`config.mk`:
```
export PLATFORM = sky130hd
export DESIGN_NAME = memory_pager
export DESIGN_NICKNAME = d
export VERILOG_FILES = /design/src/rtl/mpu_pkg.sv /design/src/rtl/mpu_ctrl.sv /design/src/rtl/mpu_datapath.sv /design/src/rtl/memory_pager.sv
export SDC_FILE = /design/constraint.sdc
export NUM_CORES = 1
export LEC_CHECK = 0
export CORE_MARGIN = 4
export CORE_UTILIZATION = 30
export CTS_CLUSTER_DIAMETER = 100
export DETAILED_ROUTE_END_ITERATION = 10
export HOLD_SLACK_MARGIN = 0.08
export PLACE_DENSITY = 0.66
export SLEW_MARGIN = 15
export SYNTH_ARGS = -nofsm -noshare
export SYNTH_HDL_FRONTEND = slang
export SYNTH_SLANG_ARGS = --single-unit
```
`constraint.sdc`:
```
create_clock -name clk -period 3.9 [get_ports clk]
set_input_delay 0.78 -clock clk [delete_from_list [all_inputs] [get_ports clk]]
set_output_delay 0.78 -clock clk [all_outputs]
set_load 0.01 [all_outputs]
```
`src/rtl/mpu_pkg.sv`:
```
package mpu_pkg;
  localparam int CPU_AW     = 16;
  localparam int FRAME_AW   = 14;
  localparam int BANK_W     = 5;
  localparam int VEC_AW     = 10;
  localparam int URAM_AW    = 13;
  localparam int NUM_FRAMES = 3;
  localparam int TAG_W      = 5;
  localparam int PA_W       = TAG_W + 1 + FRAME_AW;
  localparam int NUM_REGS   = NUM_FRAMES + 1;

  localparam logic [TAG_W-1:0] TAG_BRAM = 5'b10000;
  localparam logic [TAG_W-1:0] TAG_URAM = 5'b11101;
  localparam logic [TAG_W-1:0] TAG_FCR  = 5'b11110;
  localparam logic [TAG_W-1:0] TAG_VRAM = 5'b11111;

  typedef struct packed {
    logic                active;
    logic [1:0]          frame;
    logic                vecLock;
    logic                userRam;
    logic [NUM_REGS-1:0] regWr;
  } pagerCtrl_t;
endpackage

```
`src/rtl/mpu_ctrl.sv`:
```
module mpu_ctrl
  import mpu_pkg::*;
(
  input  logic              memReq,
  input  logic              wrEn,
  input  logic [CPU_AW-1:0] cpuAddr,
  output pagerCtrl_t        ctrl
);
  localparam int REG_AW = $clog2(NUM_REGS);

  logic regWindow;
  assign regWindow = &cpuAddr[CPU_AW-1:REG_AW];

  always_comb begin
    ctrl.active  = memReq;
    ctrl.frame   = cpuAddr[CPU_AW-1:FRAME_AW];
    ctrl.vecLock = (cpuAddr[CPU_AW-1:VEC_AW] == '0);
    ctrl.userRam = &cpuAddr[CPU_AW-1:FRAME_AW];
    for (int i = 0; i < NUM_REGS; i++) begin
      ctrl.regWr[i] = memReq && wrEn && regWindow &&
                      (cpuAddr[REG_AW-1:0] == REG_AW'(i));
    end
  end
endmodule

```
`src/rtl/mpu_datapath.sv`:
```
module mpu_datapath
  import mpu_pkg::*;
(
  input  logic                clk,
  input  logic                rstN,
  input  pagerCtrl_t          ctrl,
  input  logic [FRAME_AW-1:0] offset,
  input  logic [BANK_W-1:0]   wrData,
  output logic [PA_W-1:0]     physAddr,
  output logic                romSel,
  output logic                bramSel,
  output logic                uramSel,
  output logic                vramSel
);
  localparam int URAM_PAD = PA_W - TAG_W - URAM_AW;

  logic [NUM_FRAMES-1:0][BANK_W-1:0] bankReg;
  logic ramPage, ramEn, vidEn;
  logic [BANK_W-1:0] curBank;
  logic [TAG_W-1:0]  topTag;

  always_ff @(posedge clk) begin
    if (!rstN) begin
      for (int f = 0; f < NUM_FRAMES; f++) bankReg[f] <= BANK_W'(f);
      ramPage <= 1'b0;
      ramEn   <= 1'b0;
      vidEn   <= 1'b0;
    end else begin
      for (int f = 0; f < NUM_FRAMES; f++)
        if (ctrl.regWr[f+1]) bankReg[f] <= wrData;
      if (ctrl.regWr[0]) begin
        ramPage <= wrData[2];
        ramEn   <= wrData[3];
        vidEn   <= wrData[4];
      end
    end
  end

  always_comb begin
    case (ctrl.frame)
      2'd0:    curBank = ctrl.vecLock ? '0 : bankReg[0];
      2'd1:    curBank = bankReg[1];
      default: curBank = bankReg[2];
    endcase
  end

  always_comb begin
    if (ctrl.userRam)
      physAddr = {TAG_URAM, {URAM_PAD{1'b0}}, offset[URAM_AW-1:0]};
    else if (ctrl.frame == 2'd2 && ramEn)
      physAddr = {TAG_BRAM, ramPage, offset};
    else if (ctrl.frame == 2'd2 && vidEn)
      physAddr = {TAG_VRAM, 1'b0, offset};
    else
      physAddr = {1'b0, curBank, offset};
  end

  assign topTag  = physAddr[PA_W-1 -: TAG_W];
  assign romSel  = ctrl.active && !topTag[TAG_W-1];
  assign uramSel = ctrl.active && (topTag == TAG_URAM);
  assign vramSel = ctrl.active && (topTag == TAG_VRAM);
  assign bramSel = ctrl.active && topTag[TAG_W-1] &&
                   (topTag != TAG_URAM) && (topTag != TAG_VRAM) && (topTag != TAG_FCR);
endmodule

```
`src/rtl/memory_pager.sv`:
```
module memory_pager
  import mpu_pkg::*;
(
  input  logic              clk,
  input  logic              rstN,
  input  logic              memReq,
  input  logic              wrEn,
  input  logic [CPU_AW-1:0] cpuAddr,
  input  logic [7:0]        wrData,
  output logic [PA_W-1:0]   physAddr,
  output logic              romSel,
  output logic              bramSel,
  output logic              uramSel,
  output logic              vramSel
);
  pagerCtrl_t ctrl;
  logic unusedData;
  assign unusedData = ^wrData[7:BANK_W];

  mpu_ctrl ctrl_i (
    .memReq (memReq),
    .wrEn   (wrEn),
    .cpuAddr(cpuAddr),
    .ctrl   (ctrl)
  );

  mpu_datapath dp_i (
    .clk     (clk),
    .rstN    (rstN),
    .ctrl    (ctrl),
    .offset  (cpuAddr[FRAME_AW-1:0]),
    .wrData  (wrData[BANK_W-1:0]),
    .physAddr(physAddr),
    .romSel  (romSel),
    .bramSel (bramSel),
    .uramSel (uramSel),
    .vramSel (vramSel)
  );
endmodule

```
==> Implementation_results.wiki <==
{| class="wikitable"
! Metric !! Value
|-
| Result of the run || finished clean
|-
| Horizontal die dimension || roughly 67 um
|-
| Proportion of netlist area held by the largest area contributor || 0.341
|-
| PD cells || ~230 nW/um^2
|-
| Number of enable-type register cells in the synthesized netlist || 0
|-
| Synthesized area || ~1100 sq um
|-
| Clock share of power || 0.253
|-
| NetSw || about 0.085 mW
|-
| Most used DFF post-synth || sky130_fd_sc_hd__dfxtp_1
|-
| Aggregate routed wire length || between 2000 and 3000 um
|-
| Number of instances in the synthesized netlist || ~120
|-
| Number of antenna violations at the first check in global routing || 0
|-
| Total negative slack for setup checks || 0 ns
|-
| Vertical die dimension || about 67 um
|-
| TritonCTS clock tree || built
|-
| Remaining global-route overflow || 0
|-
| Final-stage net count || 186
|-
| Routability Congestion || between 0.6 and 0.7
|-
| Top area cells in the synthesized netlist || sky130_fd_sc_hd__dfxtp_1 (34%), sky130_fd_sc_hd__mux2i_1 (17%), sky130_fd_sc_hd__buf_4 (9.2%)
|-
| Achievable Freq || 273 MHz
|-
| Clk_lat worst skew || just under 0.3 ns
|-
| Peak supply drop || about 0.00012 V
|-
| Drt via density || a little under 5
|-
| Sequential area share after synthesis || 0.341
|-
| Hold-fix buffers, CTS || 0
|-
| H-tree level count || 1
|-
| Maximum buffer depth of the clock tree || 2
|-
| Clock skew || 0 ns
|-
| Combined global-route utilization of all metal layers || 0.117
|-
| Avg Cell Area, Syn || 8.87 sq um
|-
| Root Buffer || sky130_fd_sc_hd__clkbuf_4
|-
| Net switching fraction of the power || 0.241
|-
| Shortest period the worst path allows || 3.67 ns
|-
| Category of the critical setup timing path || primary input to primary output
|-
| Crit path DAT || a little under 3 ns
|-
| Starting density of the core || 0.314
|-
| Overall power || about 0.35 mW
|-
| Cell-by-cell trace of the critical path || clkdlybuf4s50_1 -> or4b_1 -> a31oi_1 -> and4_1 -> clkdlybuf4s50_1
|-
| Unrepaired setup endpoints after global routing || false
|-
| Drt initial violations || 26
|-
| Final count of hold timing violations || 0
|-
| Antenna viol nets, final || 0
|-
| Std cell rows || 21
|-
| Via count of the first global-routing pass || around 890
|-
| Crit-path max cell delay || approximately 0.55 ns
|-
| Dominant cell type by area after synthesis || sky130_fd_sc_hd__dfxtp_1
|-
| Die outline area || between 4000 and 5000 sq um
|-
| Clock transition time at the flip-flop clock pins of the worst setup and hold paths || 0.09 ns
|-
| Actual slew at the worst max-slew pin || between 0.7 and 0.8 ns
|-
| Nature of the critical path startpoint || primary input
|-
| Most common cell on crit path || sky130_fd_sc_hd__clkdlybuf4s50_1
|-
| Logic pwr share || 0.227
|-
| Number of vias in the routed layout || just under 1000
|-
| Detail Placement HPWL || approximately 2100 um
|-
| Total of warnings raised by yosys || 0
|-
| Register bit total from synthesis || 18
|-
| Area growth from synthesis to layout || 43.8%
|-
| Post-route DRC violation count || 0
|-
| 1st-pass router iterations || 4
|-
| Crit end category || primary output
|-
| Data required time of the critical path || between 3 and 4 ns
|-
| Final-report max-slew violation count || 0
|-
| Async set-or-reset flop fraction in the synthesized netlist || 0
|-
| Final worst-path cycle share || 0.941
|-
| TritonCTS Buffers || 3
|-
| Internal power component || 0.268 mW
|-
| Headroom to the max-slew limit || 0.481
|-
| Cell with the largest stage delay on the worst path || sky130_fd_sc_hd__or4b_1
|-
| Share of cells above drive strength 1 || 0.0577
|-
| Number of inserted diodes || 0
|-
| IO Count || between 50 and 60
|-
| WL/cell || approximately 13 um
|-
| Top post-synthesis cells by count || sky130_fd_sc_hd__nand2_1 (23), sky130_fd_sc_hd__dfxtp_1 (18), sky130_fd_sc_hd__mux2i_1 (18), sky130_fd_sc_hd__buf_4 (13), sky130_fd_sc_hd__nor2b_1 (6)
|-
| Resized cells post-CTS || 0
|-
| Global-route wire length before repair || around 4000 um
|-
| Highest net fanout along the worst path || 9
|-
| Post-CTS setup buffers || 0
|-
| Quantity of I/O buffers inserted on ports || 48
|-
| Number of clock sinks || 18
|-
| Pin count of the biggest net entering global routing || 26
|-
| Worst hold margin || ~0.46 ns
|-
| Synthesized netlist net count || between 100 and 150
|-
| Maximum Capacitance Violations || 0
|-
| Count of final setup violators || 0
|-
| Cell with the most instances after synthesis || sky130_fd_sc_hd__nand2_1
|-
| Unique cell type count in the Yosys netlist || 28
|-
| Min-Delay Path Class || flip-flop to flip-flop
|-
| Portion of total power attributed to sequential cells || 0.520
|-
| Placeable Area || between 3000 and 4000 sq um
|-
| P_leak || 0.636 nW
|}
[cells in the final DEF, fill, tap and decap left out, drive strengths merged]
cell           netlist  final
nand4                1      1
a221oi               3      3
and4                 4      4
a31oi                1      1
and3                 1      1
nor4                 1      1
dfxtp               18     18
nand3                2      2
o31a                 1      1
a32oi                1      1
a21oi                1      1
a22oi                1      1
clkdlybuf4s50        0     48
nor3                 1      1
and2                 2      2
clkbuf               3      3
o211ai               1      1
mux2i               18     18
or4b                 1      1
o21ai                5      5
nand2               23     23
nand4b               2      2
buf                 14      3
o21a                 4      4
nor2b                6      6
nor2                 2      2
and2b                2      2
[state kept, by name, summed over array words and instances, names as in the netlist]
register	flops
dp_i.ramPage	1
dp_i.bankReg	15
dp_i.vidEn	1
dp_i.ramEn	1
[layout make-up]
class / instances / area [sq um]
fillers: 341 / 1840
multi-input cells: 84 / 576
repair buffers: 51 / 503
flip-flops and latches: 18 / 360
well taps: 46 / 57.6
clock buffers: 3 / 22.5
[worst max-delay path, delay by kind of cell]
family | cells | cell delay, ns
AO/OA/AOI/OAI | 1 | 0.28
buffers and inverters | 2 | 1.06
AND/OR/NAND/NOR | 2 | 0.77
[final timing paths]
kind                                     start                      endpoint  slack, ns  depth (start not counted)
setup / recovery                   cpuAddr[14]                       vramSel       0.23                          5
hold / removal    dp_i.bankReg[2]$_SDFFE_PN0P_  dp_i.bankReg[2]$_SDFFE_PN0P_       0.46                          2
setup reg to reg       dp_i.vidEn$_SDFFE_PN0P_       dp_i.vidEn$_SDFFE_PN0P_       3.16                          2
hold reg to reg   dp_i.bankReg[2]$_SDFFE_PN0P_  dp_i.bankReg[2]$_SDFFE_PN0P_       0.46                          2
[layer usage]
| metal | share of wire | track usage | vias to the layer above | routed length (um) |
|---|---|---|---|---|
| li1 | - | - | 492 | - |
| met1 | 0.46 | 0.141 | 445 | 1210 |
| met2 | 0.47 | 0.206 | 39 | 1240 |
| met3 | 0.073 | 0.0233 | 2 | 193 |
| met4 | 0.0030 | 0.0380 | 0 | 8 |
| met5 | 0 | 0 | - | 0 |
[power groups by stage]
stage / Combinational (mW) / Clock, mW / Sequential, mW
3_3_place_gp: 0.0795 / 0 / 0.188
3_5_place_dp: 0.0801 / 0 / 0.188
4_1_cts: 0.0806 / 0.0923 / 0.184
5_1_grt: 0.0854 / 0.0989 / 0.184
6_report: 0.0800 / 0.0895 / 0.184
2_1_floorplan: 0.0322 / 0 / 0.188
[cell families after synthesis]
| kind of cell | Yosys count | synth area share |
|---|---|---|
| compound gates | 18 | 0.118 |
| buf+inv | 17 | 0.114 |
| flops | 18 | 0.341 |
| mux | 18 | 0.171 |
| simple gates | 48 | 0.256 |
[stage by stage]
| step | area [sq um] | util | instances | worst slack (ns) |
|---|---|---|---|---|
| floorplan | 1060 | - | 119 | 1.21 |
| global placement | 1500 | 0.445 | 199 | 0.260 |
| detailed placement | 1500 | 0.445 | 199 | 0.229 |
| CTS | 1520 | 0.452 | 202 | 0.219 |
| global route | 1520 | 0.452 | 202 | 0.0671 |
| finish | 1520 | 0.452 | 202 | 0.231 |
No activity file was read; power rests on OpenSTA's default activity.
